<file path="config.mk">
export PLATFORM = sky130hd
export DESIGN_NAME = fsr_shift_unit
export DESIGN_NICKNAME = d
export VERILOG_FILES = /design/src/rtl/shf_pkg.sv /design/src/rtl/fsr_stage.sv /design/src/rtl/fsr_rotator.sv /design/src/rtl/fsr_mask.sv /design/src/rtl/fsr_shift_unit.sv
export SDC_FILE = /design/constraint.sdc
export NUM_CORES = 1
export LEC_CHECK = 0
export BUFFER_PORTS_ARGS = -buffer_cell sky130_fd_sc_hd__buf_4
export CAP_MARGIN = 20
export CORE_ASPECT_RATIO = 1.1
export CORE_UTILIZATION = 45
export DETAILED_ROUTE_END_ITERATION = 8
export PLACE_DENSITY = 0.7
export SLEW_MARGIN = 20
export SYNTH_ARGS = -nofsm -noshare
export SYNTH_HDL_FRONTEND = slang
export SYNTH_SLANG_ARGS = --single-unit
</file>
<file path="constraint.sdc">
create_clock -name clk -period 5.87 [get_ports clk]
set_clock_uncertainty 0.15 [all_clocks]
set_input_delay 0 -clock clk [delete_from_list [all_inputs] [get_ports clk]]
set_output_delay 0 -clock clk [all_outputs]
set_load 0.01 [all_outputs]
</file>
<file path="src/rtl/shf_pkg.sv">
package shf_pkg;

  typedef enum logic [1:0] {
    SHF_ROT = 2'd0,
    SHF_LOG = 2'd1,
    SHF_ARI = 2'd2,
    SHF_RSV = 2'd3
  } shf_mode_e;

  // Right is 0, left is 1
  localparam logic DIR_RIGHT = 1'b0;
  localparam logic DIR_LEFT  = 1'b1;

endpackage

</file>
<file path="src/rtl/fsr_stage.sv">
// One rotator level: steers the word onto exactly one of two paths.
module fsr_stage #(
  parameter int N    = 32,
  parameter int DIST = 1
) (
  input  logic [N-1:0] d_i,
  input  logic         sel_i,
  output logic [N-1:0] moved_o,
  output logic [N-1:0] stay_o
);

  localparam int D = DIST % N;

  logic [N-1:0] rot_w;

  // Fixed wiring: right rotate by DIST
  for (genvar i = 0; i < N; i++) begin : g_wire
    assign rot_w[i] = d_i[(i + D) % N];
  end

  // Demultiplex: the unused path is forced quiet
  assign moved_o = rot_w & {N{sel_i}};
  assign stay_o  = d_i   & {N{~sel_i}};

endmodule

</file>
<file path="src/rtl/fsr_rotator.sv">
// Logarithmic right rotator built from fanout-split stages.
module fsr_rotator #(
  parameter int N   = 32,
  parameter int STG = $clog2(N)
) (
  input  logic [N-1:0]           data_i,
  input  logic [STG-1:0]         amt_i,
  output logic [STG-1:0][N-1:0]  moved_o,
  output logic [STG-1:0][N-1:0]  stay_o,
  output logic [N-1:0]           data_o
);

  logic [STG:0][N-1:0] lvl;

  assign lvl[0] = data_i;

  for (genvar k = 0; k < STG; k++) begin : g_stage
    fsr_stage #(
      .N    (N),
      .DIST (1 << k)
    ) u_stage (
      .d_i     (lvl[k]),
      .sel_i   (amt_i[k]),
      .moved_o (moved_o[k]),
      .stay_o  (stay_o[k])
    );
    // Merge: only one path carries data, so OR rebuilds the word
    assign lvl[k+1] = moved_o[k] | stay_o[k];
  end

  assign data_o = lvl[STG];

endmodule

</file>
<file path="src/rtl/fsr_mask.sv">
// Vacated-position mask and fill value for the non-rotate modes.
module fsr_mask #(
  parameter int N  = 32,
  parameter int AW = $clog2(N)
) (
  input  logic [AW-1:0]         amt_i,
  input  logic                  dir_i,
  input  shf_pkg::shf_mode_e    mode_i,
  input  logic                  sign_i,
  output logic [N-1:0]          mask_o,
  output logic                  fill_o
);
  import shf_pkg::*;

  logic is_shift;
  int   amt_int;

  assign is_shift = (mode_i == SHF_LOG) || (mode_i == SHF_ARI);
  assign amt_int  = int'(amt_i);

  always_comb begin
    for (int i = 0; i < N; i++) begin
      if (!is_shift) begin
        mask_o[i] = 1'b0;
      end else if (dir_i == DIR_LEFT) begin
        mask_o[i] = (i < amt_int);
      end else begin
        mask_o[i] = (i >= (N - amt_int));
      end
    end
  end

  assign fill_o = (mode_i == SHF_ARI) && (dir_i == DIR_RIGHT) && sign_i;

endmodule

</file>
<file path="src/rtl/fsr_shift_unit.sv">
// Top: rotate/logical/arithmetic shifter with a registered stream output.
module fsr_shift_unit #(
  parameter int N = 32
) (
  input  logic                    clk,
  input  logic                    rst_n,
  input  logic                    in_valid,
  output logic                    in_ready,
  input  logic [N-1:0]            in_data,
  input  logic [$clog2(N)-1:0]    in_amt,
  input  logic                    in_dir,
  input  logic [1:0]              in_mode,
  output logic                    out_valid,
  input  logic                    out_ready,
  output logic [N-1:0]            out_data
);
  import shf_pkg::*;

  localparam int AW = $clog2(N);

  shf_mode_e             mode_w;
  logic [AW-1:0]         rot_amt;
  logic [AW-1:0]         neg_amt;
  logic [AW-1:0][N-1:0]  moved_w;
  logic [AW-1:0][N-1:0]  stay_w;
  logic [N-1:0]          rot_w;
  logic [N-1:0]          mask_w;
  logic                  fill_w;
  logic [N-1:0]          result_w;
  logic                  take;

  assign mode_w  = shf_mode_e'(in_mode);
  // Left by s equals right by (N - s) mod N; AW bits wrap naturally
  assign neg_amt = AW'(0) - in_amt;
  assign rot_amt = (in_dir == DIR_LEFT) ? neg_amt : in_amt;

  fsr_rotator #(
    .N   (N),
    .STG (AW)
  ) u_rot (
    .data_i  (in_data),
    .amt_i   (rot_amt),
    .moved_o (moved_w),
    .stay_o  (stay_w),
    .data_o  (rot_w)
  );

  fsr_mask #(
    .N  (N),
    .AW (AW)
  ) u_mask (
    .amt_i  (in_amt),
    .dir_i  (in_dir),
    .mode_i (mode_w),
    .sign_i (in_data[N-1]),
    .mask_o (mask_w),
    .fill_o (fill_w)
  );

  assign result_w = (rot_w & ~mask_w) | ({N{fill_w}} & mask_w);

  assign in_ready = !out_valid || out_ready;
  assign take     = in_valid && in_ready;

  always_ff @(posedge clk) begin
    if (!rst_n) begin
      out_valid <= 1'b0;
      out_data  <= '0;
    end else begin
      if (take) begin
        out_valid <= 1'b1;
        out_data  <= result_w;
      end else if (out_ready) begin
        out_valid <= 1'b0;
      end
    end
  end

endmodule

</file>
==> summary.json <==
{
  "run_status": {"value": "finished with violations"},
  "failed_checks": {"value": "design-rule violations"},
  "placedCellCount": {"value": 722},
  "clk_path_buf_depth": {"value": 2},
  "max_freq": {"value": 292, "unit": "MHz"},
  "synth.ff_latch_count": {"value": 33},
  "site_rows": {"value": 38},
  "drc": {"value": 1},
  "drt-vias-per-instance": {"value": 6.84},
  "worst_setup_hold_path_clk_slew": {"value": 80, "unit": "ps"},
  "drv_cap": {"value": 0},
  "tightest_pin_transition": {"value": 1050, "unit": "ps"},
  "worstSetupPathType": {"value": "in -> reg"},
  "ys_dominant_reg_cell": {"value": "sky130_fd_sc_hd__dfxtp_1"},
  "die-width": {"value": 98.3, "unit": "µm"},
  "cts_bufs_inserted": {"value": 5},
  "synth-edff-count": {"value": 0},
  "place.detailed.hpwl": {"value": 13.4, "unit": "mm"},
  "grt_util_met2": {"value": 0.554},
  "tns": {"value": 0, "unit": "ps"},
  "placedInstanceArea": {"value": 4970, "unit": "µm²"},
  "netlist_instances": {"value": 577},
  "grt_pass1_vias": {"value": 4702},
  "hold_ws": {"value": 156, "unit": "ps"},
  "drt-wirelength-per-cell": {"value": 23.7, "unit": "µm"},
  "cts_resized": {"value": 0},
  "tritoncts": {"value": "built"},
  "synthTopCellsByArea": {"value": "sky130_fd_sc_hd__mux2i_1, sky130_fd_sc_hd__dfxtp_1, sky130_fd_sc_hd__a22oi_1"},
  "design.portCount": {"value": 78},
  "sequential_fraction_of_the_synthesis_area": {"value": 0.144},
  "floorplan.initialDensity": {"value": 0.464},
  "layout-drive-gt1-share": {"value": 0.193},
  "critical_path_required": {"value": 5960, "unit": "ps"},
  "power": {"value": 0.00104, "unit": "W"},
  "gr-usage-met1": {"value": 0.395},
  "critPathMaxFanout": {"value": 46},
  "post-synth-top-area-fraction": {"value": 0.242},
  "synthesis.area": {"value": 4590, "unit": "µm²"},
  "period_needed": {"value": 3430, "unit": "ps"},
  "syn-mean-instance-area": {"value": 7.95, "unit": "µm²"},
  "total_global_route_track_usage": {"value": 0.323},
  "mappedNetlistNets": {"value": 626},
  "grt_setup_unrepaired": {"value": "no"},
  "synth.largest_area_cell": {"value": "sky130_fd_sc_hd__mux2i_1"},
  "finalInstanceArea": {"value": 5090, "unit": "µm²"},
  "area_growth_syn_to_layout": {"value": 11.0, "unit": "%"},
  "slew_violations": {"value": 0},
  "timing.final.crit_share": {"value": 0.583},
  "drt_iter0_markers": {"value": 533},
  "detail_route.wirelength": {"value": 17.4, "unit": "mm"},
  "diodes": {"value": 0},
  "grt.overflow.total": {"value": 0},
  "nNetsFinal": {"value": 661},
  "fillerInstances": {"value": 966},
  "clock_sinks": {"value": 33},
  "gp_congestion": {"value": 1.01},
  "grt_first_pass_wirelength": {"value": 26.4, "unit": "mm"},
  "setup-violations-final": {"value": 0},
  "antenna_found_initial": {"value": 0},
  "clock-root-buffer": {"value": "sky130_fd_sc_hd__clkbuf_8"},
  "power.leakage": {"value": 2.17, "unit": "nW"},
  "min_path_type": {"value": "in -> reg"},
  "slew_headroom": {"value": 0.298},
  "crit_arrival": {"value": 3510, "unit": "ps"},
  "synth_cell_types": {"value": 70},
  "count_of_endpoints_failing_hold_in_the_final_timing_report": {"value": 0},
  "postSynth.asyncResetShare": {"value": 0},
  "postCtsSetupBuffers": {"value": 0},
  "power.density_cell_area": {"value": 204, "unit": "nW/µm²"},
  "h-tree-depth": {"value": 2},
  "peak_vdd_ir": {"value": 0.110, "unit": "mV"},
  "cts-hold-fix-buffers": {"value": 3},
  "worst_skew_late_latency": {"value": 290, "unit": "ps"},
  "final_antenna_net_count": {"value": 0},
  "grt.met3_usage": {"value": 0.0558},
  "full_die_area": {"value": 10600, "unit": "µm²"},
  "coreArea": {"value": 9890, "unit": "µm²"},
  "end_kind": {"value": "flip-flop"},
  "gr-max-usage-layer": {"value": "met2"},
  "die_h": {"value": 108, "unit": "µm"},
  "final_cells": {"value": 732},
  "port_buffers": {"value": 77},
  "num_vias": {"value": 5006},
  "synth_warnings": {"value": 0},
  "grt_max_degree": {"value": 47},
  "timing.critical_path.from_type": {"value": "primary input"},
  "detail_route.first_pass.iterations": {"value": 9}
}
==> cells in the final DEF, fill, tap and decap left out, drive strengths merged, types with 4 or more instances in the layout <==
master / count
a22oi: 35
a211oi: 6
nand3: 17
a31oi: 6
nor2: 42
buf: 80
nor3: 7
inv: 11
or3: 4
o211ai: 13
xnor2: 4
mux2i: 111
a32oi: 8
nand2: 44
o221ai: 4
o2111ai: 4
nand2b: 6
a311oi: 4
clkbuf: 7
o31ai: 12
nor2b: 6
a21oi: 28
nand4: 7
ha: 5
o21ai: 35
o2bb2ai: 5
dfxtp: 33
o22ai: 12
mux2: 8
==> flip-flops by register name, indices dropped and copies added (netlist names) <==
register,flops
out_data,32
out_valid,1
==> cells by family (layout without fill, tap and decap cells) <==
family	count (synthesis)	count (layout)	synth area share
adders and majority gates	5	5	0.0136
AOI/OAI and AO/OA	198	198	0.310
xor gates and xnor gates	5	5	0.0169
muxes	120	120	0.268
DFF	33	33	0.144
buffers and inverters	66	101	0.0886
and+or+nand+nor	150	150	0.158
==> worst max-delay path, stage by stage <==
cell and delay (ps):
sky130_fd_sc_hd__buf_4 290, sky130_fd_sc_hd__inv_1 230, sky130_fd_sc_hd__ha_1 610, sky130_fd_sc_hd__nor4bb_1 680, sky130_fd_sc_hd__a211o_1 810, sky130_fd_sc_hd__nor2_4 210, sky130_fd_sc_hd__a22o_1 270, sky130_fd_sc_hd__nor4_1 250
sky130_fd_sc_hd__a221o_1 140
==> synthesized netlist by cell type (6+ instances only) <==
cell                       number
sky130_fd_sc_hd__o21ai_0       25
sky130_fd_sc_hd__a31oi_1        6
sky130_fd_sc_hd__dfxtp_1       33
sky130_fd_sc_hd__nand2_1       44
sky130_fd_sc_hd__buf_2         12
sky130_fd_sc_hd__a22oi_1       35
sky130_fd_sc_hd__o22ai_1       12
sky130_fd_sc_hd__clkbuf_1      22
sky130_fd_sc_hd__nand4_1        7
sky130_fd_sc_hd__o211ai_1      13
sky130_fd_sc_hd__o31ai_1        6
sky130_fd_sc_hd__a21oi_1       28
sky130_fd_sc_hd__nand2b_1       6
sky130_fd_sc_hd__nand3_1       17
sky130_fd_sc_hd__nor2_1        38
sky130_fd_sc_hd__a32oi_1        8
sky130_fd_sc_hd__buf_6         13
sky130_fd_sc_hd__nor2b_1        6
sky130_fd_sc_hd__inv_1         11
sky130_fd_sc_hd__mux2_2         6
sky130_fd_sc_hd__nor3_1         7
sky130_fd_sc_hd__o21ai_1       10
sky130_fd_sc_hd__mux2i_1      111
==> metal layers <==
| layer | share of wire | wire length [µm] | up-vias |
|---|---|---|---|
| met5 | 0 | 0 | - |
| met4 | 0.047 | 822 | 0 |
| met3 | 0.087 | 1520 | 48 |
| met2 | 0.46 | 8010 | 330 |
| met1 | 0.40 | 7020 | 2345 |
| li1 | - | - | 2283 |
==> metrics by stage <==
step | util | setup slack (ps)
2_1_floorplan | - | 2910
3_3_place_gp | 0.503 | 2320
3_5_place_dp | 0.503 | 2240
4_1_cts | 0.515 | 2540
5_1_grt | 0.515 | 2130
6_report | 0.515 | 2440
==> power breakdown <==
| group | switching, W | total [W] | internal [W] |
|---|---|---|---|
| registers | 0.0000202 | 0.000273 | 0.000253 |
| logic | 0.000357 | 0.000579 | 0.000222 |
| clock network | 0.0000932 | 0.000187 | 0.0000933 |
| total | 0.000470 | 0.00104 | 0.000569 |
==> path summary, 6_finish.rpt <==
| check | start | slack [ps] | to | cells past startpoint |
|---|---|---|---|---|
| max | in_amt[0] | 2440 | out_data[1] | 9 |
| min | in_data[31] | 160 | out_data[10] | 4 |
| max reg2reg | out_valid | 3250 | out_data[20] | 6 |
| min reg2reg | out_data[18] | 300 | out_data[18] | 2 |
==> layout make-up <==
class | instances | area, µm² | share of cell area
well taps | 120 | 150 | 0.0295
clock buffers | 7 | 86.3 | 0.0170
repair buffers | 83 | 631 | 0.124
inverters | 11 | 41.3 | 0.00811
multi-input cells | 478 | 3520 | 0.692
flip-flops and latches | 33 | 661 | 0.130
(Power assumes the default switching activity.)
